===== config.mk =====
export PLATFORM = sky130hd
export DESIGN_NAME = csa_reduction_tree
export DESIGN_NICKNAME = d
export VERILOG_FILES = /design/src/rtl/csa_tree_pkg.sv /design/src/rtl/csa_full_adder.sv /design/src/rtl/csa_half_adder.sv /design/src/rtl/csa_tree_level.sv /design/src/rtl/csa_reduction_tree.sv
export SDC_FILE = /design/constraint.sdc
export NUM_CORES = 1
export LEC_CHECK = 0
export CORE_ASPECT_RATIO = 1.75
export CORE_MARGIN = 1.5
export CORE_UTILIZATION = 55
export CTS_BUF_LIST = sky130_fd_sc_hd__clkbuf_4 sky130_fd_sc_hd__clkbuf_8 sky130_fd_sc_hd__clkbuf_16
export DETAILED_ROUTE_END_ITERATION = 12
export DONT_BUFFER_PORTS = 1
export PLACE_DENSITY = 0.81
export SETUP_SLACK_MARGIN = 0.15
export SLEW_MARGIN = 20
export SYNTH_ARGS = -nofsm -noshare
export SYNTH_HDL_FRONTEND = slang
export SYNTH_SLANG_ARGS = --single-unit

===== constraint.sdc =====
create_clock -name clk -period 0.8 [get_ports clk]
set_input_delay 0.24 -clock clk [delete_from_list [all_inputs] [get_ports clk]]
set_output_delay 0.24 -clock clk [all_outputs]
set_load 0.03 [all_outputs]

===== src/rtl/csa_tree_pkg.sv =====
package csa_tree_pkg;

  localparam int T_NAND     = 1;
  localparam int T_XOR      = 2;
  localparam int MAX_COLS   = 32;
  localparam int MAX_H      = 12;
  localparam int MAX_LEVELS = 12;

  typedef logic [7:0] u8_t;

  // Per-column bit count and per-slot arrival estimate for one tree level.
  typedef struct packed {
    u8_t [MAX_COLS-1:0]            hgt;
    u8_t [MAX_COLS-1:0][MAX_H-1:0] arr;
  } tree_state_t;

  function automatic int max2(input int x, input int y);
    return (x > y) ? x : y;
  endfunction

  // Full adder: sum = (a^b)^cin ; cout = nand(nand(a,b), nand(a^b,cin))
  function automatic int fa_sum_time(input int ta, input int tb, input int tc);
    return max2(max2(ta, tb) + 2 * T_XOR, tc + T_XOR);
  endfunction

  function automatic int fa_carry_time(input int ta, input int tb, input int tc);
    return max2(max2(ta, tb) + T_XOR + 2 * T_NAND, tc + 2 * T_NAND);
  endfunction

  function automatic int ha_sum_time(input int ta, input int tb);
    return max2(ta, tb) + T_XOR;
  endfunction

  function automatic int ha_carry_time(input int ta, input int tb);
    return max2(ta, tb) + 2 * T_NAND;
  endfunction

  function automatic int fa_count(input int h);
    return (h > 2) ? h / 3 : 0;
  endfunction

  function automatic bit has_ha(input int h);
    return (h > 2) && (h % 3 == 2);
  endfunction

  function automatic int pass_count(input int h);
    if (h <= 2) return h;
    return (h % 3 == 1) ? 1 : 0;
  endfunction

  function automatic int col_height(input tree_state_t s, input int c);
    if (c < 0 || c >= MAX_COLS) return 0;
    return int'(s.hgt[c]);
  endfunction

  // Slot holding the bit of the given arrival rank (stable on ties).
  function automatic int rank_slot(input tree_state_t s, input int c, input int r);
    int h;
    int cnt;
    h = col_height(s, c);
    for (int k = 0; k < MAX_H; k++) begin
      if (k < h) begin
        cnt = 0;
        for (int j = 0; j < MAX_H; j++) begin
          if (j < h && (s.arr[c][j] < s.arr[c][k] ||
                        (s.arr[c][j] == s.arr[c][k] && j < k)))
            cnt++;
        end
        if (cnt == r) return k;
      end
    end
    return 0;
  endfunction

  function automatic int rank_time(input tree_state_t s, input int c, input int r);
    return int'(s.arr[c][rank_slot(s, c, r)]);
  endfunction

  function automatic tree_state_t initial_state(input int cols, input int rows);
    tree_state_t s;
    s = '0;
    for (int c = 0; c < MAX_COLS; c++)
      if (c < cols) s.hgt[c] = u8_t'(rows);
    return s;
  endfunction

  // Output slot order of column c: pass bits, FA sums, HA sum,
  // then carries of column c-1 (FA carries, HA carry).
  function automatic tree_state_t next_state(input tree_state_t s, input int cols);
    tree_state_t n;
    int h, hp, k;
    n = '0;
    for (int c = 0; c < MAX_COLS; c++) begin
      if (c < cols) begin
        h = col_height(s, c);
        k = 0;
        for (int p = 0; p < pass_count(h); p++) begin
          n.arr[c][k] = u8_t'(rank_time(s, c, (h <= 2) ? p : h - 1));
          k++;
        end
        for (int j = 0; j < fa_count(h); j++) begin
          n.arr[c][k] = u8_t'(fa_sum_time(rank_time(s, c, 3*j), rank_time(s, c, 3*j+1),
                                          rank_time(s, c, 3*j+2)));
          k++;
        end
        if (has_ha(h)) begin
          n.arr[c][k] = u8_t'(ha_sum_time(rank_time(s, c, 3*fa_count(h)),
                                          rank_time(s, c, 3*fa_count(h)+1)));
          k++;
        end
        if (c > 0) begin
          hp = col_height(s, c - 1);
          for (int j = 0; j < fa_count(hp); j++) begin
            n.arr[c][k] = u8_t'(fa_carry_time(rank_time(s, c-1, 3*j), rank_time(s, c-1, 3*j+1),
                                              rank_time(s, c-1, 3*j+2)));
            k++;
          end
          if (has_ha(hp)) begin
            n.arr[c][k] = u8_t'(ha_carry_time(rank_time(s, c-1, 3*fa_count(hp)),
                                              rank_time(s, c-1, 3*fa_count(hp)+1)));
            k++;
          end
        end
        n.hgt[c] = u8_t'(k);
      end
    end
    return n;
  endfunction

  function automatic bit is_flat(input tree_state_t s, input int cols);
    for (int c = 0; c < MAX_COLS; c++)
      if (c < cols && s.hgt[c] > 8'd2) return 1'b0;
    return 1'b1;
  endfunction

  function automatic int level_count(input int cols, input int rows);
    tree_state_t s;
    int n;
    s = initial_state(cols, rows);
    n = 0;
    for (int i = 0; i < MAX_LEVELS; i++) begin
      if (!is_flat(s, cols)) begin
        s = next_state(s, cols);
        n++;
      end
    end
    return n;
  endfunction

  function automatic tree_state_t state_at(input int cols, input int rows, input int lvl);
    tree_state_t s;
    s = initial_state(cols, rows);
    for (int i = 0; i < MAX_LEVELS; i++)
      if (i < lvl) s = next_state(s, cols);
    return s;
  endfunction

endpackage


===== src/rtl/csa_full_adder.sv =====
module csa_full_adder (
  input  logic a,
  input  logic b,
  input  logic cin,
  output logic sum,
  output logic cout
);
  // a/b reach sum through two XORs; cin through one.
  logic ab_xor;
  logic ab_nand;
  logic mix_nand;

  assign ab_xor   = a ^ b;
  assign sum      = ab_xor ^ cin;
  assign ab_nand  = ~(a & b);
  assign mix_nand = ~(ab_xor & cin);
  assign cout     = ~(ab_nand & mix_nand);
endmodule


===== src/rtl/csa_half_adder.sv =====
module csa_half_adder (
  input  logic a,
  input  logic b,
  output logic sum,
  output logic cout
);
  assign sum  = a ^ b;
  assign cout = a & b;
endmodule


===== src/rtl/csa_tree_level.sv =====
module csa_tree_level
  import csa_tree_pkg::*;
#(
  parameter int          COLS = 16,
  parameter int          MAXH = 6,
  parameter tree_state_t ST   = '0
) (
  input  logic [COLS*MAXH-1:0] bits_in,
  output logic [COLS*MAXH-1:0] bits_out
);
  localparam int FA_MAX = (MAXH / 3 > 0) ? MAXH / 3 : 1;

  logic [FA_MAX-1:0] fa_sum [COLS];
  logic [FA_MAX-1:0] fa_cry [COLS];
  logic [COLS-1:0]   ha_sum;
  logic [COLS-1:0]   ha_cry;
  logic              unused_top;

  assign unused_top = ^{ha_sum, ha_cry};

  for (genvar c = 0; c < COLS; c++) begin : g_col
    localparam int H      = col_height(ST, c);
    localparam int NFA    = fa_count(H);
    localparam bit HAS_HA = has_ha(H);
    localparam int NP     = pass_count(H);
    localparam int HP     = col_height(ST, c - 1);
    localparam int NFA_P  = fa_count(HP);
    localparam bit HA_P   = has_ha(HP);
    localparam int BASE   = NP + NFA + (HAS_HA ? 1 : 0);

    logic [MAXH-1:0] col_in;
    logic [MAXH-1:0] col_out;
    logic            unused_col;

    assign col_in     = bits_in[c*MAXH +: MAXH];
    assign unused_col = ^{col_in, fa_sum[c], fa_cry[c]};

    // Triples in arrival order: earliest two on a/b, latest on cin.
    for (genvar j = 0; j < FA_MAX; j++) begin : g_fa
      if (j < NFA) begin : g_on
        localparam int SA = rank_slot(ST, c, 3*j);
        localparam int SB = rank_slot(ST, c, 3*j + 1);
        localparam int SC = rank_slot(ST, c, 3*j + 2);
        csa_full_adder u_fa (
          .a   (col_in[SA]),
          .b   (col_in[SB]),
          .cin (col_in[SC]),
          .sum (fa_sum[c][j]),
          .cout(fa_cry[c][j])
        );
      end else begin : g_off
        assign fa_sum[c][j] = 1'b0;
        assign fa_cry[c][j] = 1'b0;
      end
    end

    if (HAS_HA) begin : g_ha
      localparam int HA_A = rank_slot(ST, c, 3*NFA);
      localparam int HA_B = rank_slot(ST, c, 3*NFA + 1);
      csa_half_adder u_ha (
        .a   (col_in[HA_A]),
        .b   (col_in[HA_B]),
        .sum (ha_sum[c]),
        .cout(ha_cry[c])
      );
    end else begin : g_no_ha
      assign ha_sum[c] = 1'b0;
      assign ha_cry[c] = 1'b0;
    end

    for (genvar k = 0; k < MAXH; k++) begin : g_slot
      if (k < NP) begin : g_pass
        localparam int SRC = rank_slot(ST, c, (H <= 2) ? k : H - 1);
        assign col_out[k] = col_in[SRC];
      end else if (k < NP + NFA) begin : g_sum
        assign col_out[k] = fa_sum[c][k - NP];
      end else if (HAS_HA && k == NP + NFA) begin : g_hsum
        assign col_out[k] = ha_sum[c];
      end else if (c > 0 && k < BASE + NFA_P) begin : g_cry
        assign col_out[k] = fa_cry[c - 1][k - BASE];
      end else if (c > 0 && HA_P && k == BASE + NFA_P) begin : g_hcry
        assign col_out[k] = ha_cry[c - 1];
      end else begin : g_empty
        assign col_out[k] = 1'b0;
      end
    end

    assign bits_out[c*MAXH +: MAXH] = col_out;
  end
endmodule


===== src/rtl/csa_reduction_tree.sv =====
module csa_reduction_tree
  import csa_tree_pkg::*;
#(
  parameter int ROWS = 6,
  parameter int COLS = 16
) (
  input  logic                 clk,
  input  logic                 rst_n,
  input  logic                 in_valid,
  input  logic [ROWS*COLS-1:0] pp_flat,
  output logic                 out_valid,
  output logic [COLS-1:0]      sum_row,
  output logic [COLS-1:0]      carry_row
);
  localparam int          MAXH = ROWS;
  localparam int          NLV  = level_count(COLS, ROWS);
  localparam tree_state_t FIN  = state_at(COLS, ROWS, NLV);

  logic [COLS*MAXH-1:0] stage [NLV+1];
  logic [COLS-1:0]      flat_sum;
  logic [COLS-1:0]      flat_cry;
  logic [COLS-1:0]      ref_total;
  logic                 unused_final;

  // Column-major re-arrangement: column c, slot r <- row r, bit c.
  for (genvar c = 0; c < COLS; c++) begin : g_in_col
    for (genvar r = 0; r < ROWS; r++) begin : g_in_row
      assign stage[0][c*MAXH + r] = pp_flat[r*COLS + c];
    end
  end

  for (genvar l = 0; l < NLV; l++) begin : g_level
    localparam tree_state_t ST_L = state_at(COLS, ROWS, l);
    csa_tree_level #(
      .COLS(COLS),
      .MAXH(MAXH),
      .ST  (ST_L)
    ) u_level (
      .bits_in (stage[l]),
      .bits_out(stage[l+1])
    );
  end

  for (genvar c = 0; c < COLS; c++) begin : g_out_col
    if (FIN.hgt[c] >= 8'd1) begin : g_s
      assign flat_sum[c] = stage[NLV][c*MAXH];
    end else begin : g_s0
      assign flat_sum[c] = 1'b0;
    end
    if (FIN.hgt[c] >= 8'd2) begin : g_c
      assign flat_cry[c] = stage[NLV][c*MAXH + 1];
    end else begin : g_c0
      assign flat_cry[c] = 1'b0;
    end
  end

  assign unused_final = ^stage[NLV];

  always_ff @(posedge clk or negedge rst_n) begin
    if (!rst_n) begin
      out_valid <= 1'b0;
      sum_row   <= '0;
      carry_row <= '0;
    end else begin
      out_valid <= in_valid;
      if (in_valid) begin
        sum_row   <= flat_sum;
        carry_row <= flat_cry;
      end
    end
  end

  // Plain row-by-row total, used only as the assertion reference.
  function automatic logic [COLS-1:0] rows_total(input logic [ROWS*COLS-1:0] v);
    logic [COLS-1:0] acc;
    acc = '0;
    for (int r = 0; r < ROWS; r++) acc = acc + v[r*COLS +: COLS];
    return acc;
  endfunction

  assign ref_total = rows_total(pp_flat);

  AST_RESET_IDLE: assert property (@(posedge clk) !rst_n |=> !out_valid);

  AST_VALID_FOLLOW: assert property (@(posedge clk) disable iff (!rst_n)
    in_valid |=> out_valid);

  AST_VALID_DROP: assert property (@(posedge clk) disable iff (!rst_n)
    !in_valid |=> !out_valid);

  AST_SUM_MATCH: assert property (@(posedge clk) disable iff (!rst_n)
    in_valid |=> (sum_row + carry_row) == $past(ref_total));

  AST_HOLD_OUTPUTS: assert property (@(posedge clk) disable iff (!rst_n)
    !in_valid |=> ($stable(sum_row) && $stable(carry_row)));

endmodule


==> results of run 1 <==
layer usage:
layer / wire, microns / vias up / GRT usage
li1: - / 742 / -
met1: 1900 / 853 / 0.251
met2: 2880 / 85 / 0.352
met3: 300 / 6 / 0.0437
met4: 53 / 0 / 0.0501
met5: 0 / - / 0
final cells by class:
class | instances | area, sq um | share of cell area
inverter | 111 | 457 | 0.126
clock buffer | 7 | 83.8 | 0.0231
tap | 54 | 67.6 | 0.0186
timing repair buffer | 45 | 457 | 0.126
multi-input combinational | 97 | 1730 | 0.475
sequential | 32 | 838 | 0.231
clock inverter | 1 | 5.00 | 0.00138
where the power goes:
group | switching, mW | internal [mW]
sequential | 0.531 | 2.40
combinational | 2.84 | 3.31
clock | 0.594 | 0.679
stage by stage:
stage	cell area, sq um	hold slack, ns
2_1_floorplan	3030	-0.0556
3_3_place_gp	3290	-0.0550
3_5_place_dp	3290	-0.0549
4_1_cts	3610	-0.357
5_1_grt	3640	-0.371
6_report	3640	-0.351
cells by family (layout without fill, tap and decap cells):
logic type,count (synthesis),count (layout),share of synthesized area
mux,30,30,0.121
xor+xnor,7,7,0.0318
other cells,1,1,0.00133
flops,32,32,0.283
compound gates,1,1,0.00177
simple gates,1,1,0.00133
fa+ha+maj,57,57,0.403
buf+inv,116,164,0.157
path summary, 6_finish.rpt:
| check | endpoint | startpoint | depth (start not counted) |
|---|---|---|---|
| max in group asynchronous | carry_row[15]$_DFFE_PN0P_ | rst_n | 0 |
| min | carry_row[7]$_DFFE_PN0P_ | rst_n | 0 |
| min in group clk | sum_row[0]$_DFFE_PN0P_ | in_valid | 1 |
| max | sum_row[3]$_DFFE_PN0P_ | pp_flat[3] | 6 |
| min reg2reg | carry_row[3]$_DFFE_PN0P_ | carry_row[3]$_DFFE_PN0P_ | 1 |
| max reg2reg | sum_row[11]$_DFFE_PN0P_ | sum_row[11]$_DFFE_PN0P_ | 3 |
worst reg2reg max path, delay by kind of cell (launching register included):
kind     cells  cell delay [ns]
buf+inv      2             0.25
flops        1             0.41
mux          1             0.25
synthesized netlist by cell type (all sizes together):
| cell | number | area share |
|---|---|---|
| dfrtp | 32 | 0.28 |
| xnor2 | 5 | 0.021 |
| buf | 4 | 0.0080 |
| fa | 57 | 0.40 |
| inv | 111 | 0.15 |
| xnor3 | 1 | 0.0080 |
| conb | 1 | 0.0013 |
| clkbuf | 1 | 0.0013 |
| mux2 | 30 | 0.12 |
| nor2 | 1 | 0.0013 |
| xor2 | 1 | 0.0031 |
| a21oi | 1 | 0.0018 |
sequential cells by signal (all words and copies together) (netlist names):
register	cells
carry_row	15
sum_row	16
out_valid	1
timing repair:
item,CTS,global route
resized for setup,43,10
endpoints found under the setup margin,63,63
pin swaps,2,2
endpoints found under the hold margin,33,32
buffers inserted,12,2
==> impl_metrics.yaml, run 1 <==
clocking:
  cts_tree: "yes"
  cts_root_buffer: "clkbuf_8"
  clkSlewWorstSetupHoldPaths_ns: 0.07
  clockBufferDepth: 2
  hold_buffers: 1
  cts_made_buffers: 5
  numClockSinks: 32
  clk_latency_ns: 0.27
  htreeDepth: 2
setup_path:
  worstPathMaxFanout: 1
  worst_ep_required_time_ns: 0.96
  arrival_ns: 2.06
  start_kind: "input pin"
  critPathKind: "in2reg"
  cpLargestDelayFamily: "adder cells"
  path_buf_inv: 2
  r2r_slack_ns: -0.22
  cp-end-kind: "flop"
  cp_slowest_stage_delay_ns: 0.53
  cp_cell_sequence: "fa_1 > inv_1 > fa_1 > inv_1 > fa_2 > mux2_4"
  cp_slowest_cell: "fa_1"
drt:
  avgViaCountPerCell: 4.86
  drc: 0
  antenna_left: 0
  totalWireLength_microns: 5130
  drtIter0Drc: 16
  dr.pass1.iters: 4
  wl_per_cell_microns: 14.8
  vias: 1686
die:
  start_util: 0.568
  fp.dieW_microns: 57.2
  dieArea_sq_um: 5600
  core_sq_um: 4980
  rows: 34
  dieHeight_microns: 97.9
  ioPinCount: 132
placement:
  gp_congestion: 0.786
  placed_cells_incl_taps: 324
  dp_slack_ns: -1.40
  hpwlAfterDp_microns: 4250
  numPortBuffers: 0
power:
  power.static_leakage_nw: 1.91
  ir_worst_vdd_mv: 2.14
  power_mw: 10.4
  power_density_nw_per_um2: 2850
yosys:
  syn_area_per_cell_sq_um: 11.5
  ys_seq_elements: 32
  ys_types: 16
  synth_warnings: 0
  synth_area_sq_um: 2830
  syn-num-nets: 401
  syn_inst: 245
  seq_area_frac_synth: 0.283
global_routing:
  grt_max_degree: 34
  overflow: 0
  grt_pass1_wl_microns: 8690
  grt_pass1_vias: 2012
  antenna_found_initial: 0
  track_usage: 0.201
finish:
  final_cell_mix: "inv_1, fa_1, buf_6, dfrtp_2, mux2_4"
  post-route-util: 0.731
  final_cells: 347
  areaGrowthSynthToFinish_pct: 28.5
  final_layout_size_suffix_gt1_frac: 0.536
  fillers: 339
  n_antenna_cell: 0
  nNetsFinal: 448
  layout.cells.most_common: "inv_1"
timing:
  setup_tns_ns: -36.48
  drv_slew: 0
  finalHoldWorstSlack_ns: -0.351
  max_freq_mhz: 526
  clock_skew_ns: 0
  rsz0062_at_grt: "true"
  setup_viol: 61
  fin_crit_ns: 1.90
  setup_slack_ns: -1.10
  hold_violations: 32
  fin_crit_sh: 2.38
flow_run:
  maxCapViolCount: 0
hold_path:
  hold_path.class: "in2async"
outcome:
  outcome: "finished, violations left"
  violations: "negative hold slack, negative setup slack"
(Power assumes the default switching activity.)
==> inputs of run 2 (changes only) <==
- PLACE_DENSITY: 0.81 -> 0.73
- SETUP_SLACK_MARGIN: 0.15 -> 0.2
- SKIP_LAST_GASP: not set -> 1
==> run 2 against run 1 <==
Effect of this change: the flow still finishes with violations (negative hold slack, negative setup slack); register-to-register slack is essentially flat; sequential share of layout area increased by 0.34 points; largest power group unchanged; hold slack improved by 0.0025 ns; clock skew did not move; global-route usage hardly changed.
==> impl_metrics.yaml, run 2 (synthesis results as in run 1) <==
setup_path:
  cp.depth: 6
  cp_slowest_stage_delay_ns: 0.58
  arrival_ns: 2.05
  cp_cell_sequence: "inv_2 > fa_1 > fa_1 > inv_1 > fa_2 > mux2_4"
  worstPathMaxFanout: 1
  r2r-start: "carry_row[9]$_DFFE_PN0P_"
  reg2reg_to: "carry_row[9]$_DFFE_PN0P_"
  cp_slowest_cell: "fa_1"
  start_kind: "input pin"
  r2r_cells: 3
  cp-end-kind: "flop"
  r2r_slack_ns: -0.22
  path_buf_inv: 2
  critPathKind: "in2reg"
  cpLargestDelayFamily: "adder cells"
  worst_ep_required_time_ns: 0.96
  cp_common_cell: "fa_1"
power:
  power_mw: 10.2
  ir_worst_vdd_mv: 1.93
  power_density_nw_per_um2: 2840
  power.static_leakage_nw: 1.88
global_routing:
  track_usage: 0.201
  overflow: 0
  antenna_found_initial: 0
  grt_max_degree: 34
  grt_pass1_wl_microns: 8510
  grt_pass1_vias: 1958
finish:
  final_layout_size_suffix_gt1_frac: 0.531
  largest_register: "sum_row"
  n_antenna_cell: 0
  areaGrowthSynthToFinish_pct: 26.7
  largest_register_ffs: 16
  nNetsFinal: 442
  layout.cells.most_common: "inv_1"
  final_cell_mix: "inv_1, fa_1, dfrtp_2, mux2_4, buf_6"
  top_regs: "sum_row (16), carry_row (15), out_valid (1)"
  post-route-util: 0.720
drt:
  vias: 1662
  wl_per_cell_microns: 14.8
  avgViaCountPerCell: 4.89
  totalWireLength_microns: 5030
  drtIter0Drc: 29
  dr.pass1.iters: 4
  drc: 0
  antenna_left: 0
timing:
  setup_viol: 60
  finalHoldWorstSlack_ns: -0.348
  hold_violations: 32
  drv_slew: 0
  setup_tns_ns: -36.10
  rsz0062_at_grt: "true"
  clock_skew_ns: 0
  max_freq_mhz: 529
  fin_crit_ns: 1.89
  setup_slack_ns: -1.09
  fin_crit_sh: 2.36
clocking:
  htreeDepth: 2
  clkSlewWorstSetupHoldPaths_ns: 0.07
  numClockSinks: 32
  cts_root_buffer: "clkbuf_8"
  cts_made_buffers: 5
  clk_latency_ns: 0.27
  clockBufferDepth: 2
  cts_tree: "yes"
placement:
  dp_slack_ns: -1.40
  numPortBuffers: 0
  hpwlAfterDp_microns: 4140
  gp_congestion: 0.760
hold_path:
  hold_path.class: "in2async"
die:
  dieHeight_microns: 97.9
  fp.dieW_microns: 57.2
  rows: 34
  ioPinCount: 132
  dieArea_sq_um: 5600
  core_sq_um: 4980
  start_util: 0.568
flow_run:
  maxCapViolCount: 0
outcome:
  violations: "negative hold slack, negative setup slack"
  outcome: "finished, violations left"
run 2: per-layer routing:
layer | wire length [microns] | global-route usage | part of all wire | up-vias
met2 | 2920 | 0.361 | 0.58 | 90
met5 | 0 | 0 | 0 | -
li1 | - | - | - | 730
met4 | 111 | 0.0644 | 0.022 | 0
met1 | 1740 | 0.235 | 0.34 | 833
met3 | 267 | 0.0411 | 0.053 | 9
run 2: final cells by class:
type	instances	area [sq um]
inverter	111	449
clock buffer	7	96.3
multi-input combinational	97	1730
timing repair buffer	39	402
fill	345	1390
tap	54	67.6
sequential	32	838
run 2: how the worst max path moves through the flow:
| stage | endpoint | slack [ns] | start |
|---|---|---|---|
| after CTS | sum_row[9]$_DFFE_PN0P_ | -1.10 | pp_flat[89] |
| final | sum_row[9]$_DFFE_PN0P_ | -1.09 | pp_flat[89] |
| after detailed placement | sum_row[9]$_DFFE_PN0P_ | -1.40 | pp_flat[89] |
| after floorplan | sum_row[15]$_DFFE_PN0P_ | -1.33 | pp_flat[62] |
| after global routing | sum_row[9]$_DFFE_PN0P_ | -1.12 | pp_flat[9] |
| after global placement | sum_row[4]$_DFFE_PN0P_ | -1.36 | pp_flat[4] |
run 2: power by group:
part	total (mW)	internal [mW]	switching (mW)
Combinational	5.93	3.14	2.79
Clock	1.34	0.766	0.570
Sequential	2.90	2.40	0.507
Total	10.2	6.30	3.87
run 2: timing repair:
| action | 4_1_cts | 5_1_grt |
|---|---|---|
| endpoints found under the setup margin | 63 | 63 |
| hold endpoints to repair | 33 | 33 |
| resized for setup | 37 | 12 |
| setup buffers | 8 | 1 |
| pin swaps | 3 | 2 |
run 2: stage by stage:
step	std cells	hold slack [ns]	area, sq um
floorplan	245	-0.0556	3030
global placement	324	-0.0550	3290
detailed placement	324	-0.0549	3290
CTS	339	-0.356	3560
global route	340	-0.367	3580
finish	340	-0.348	3580
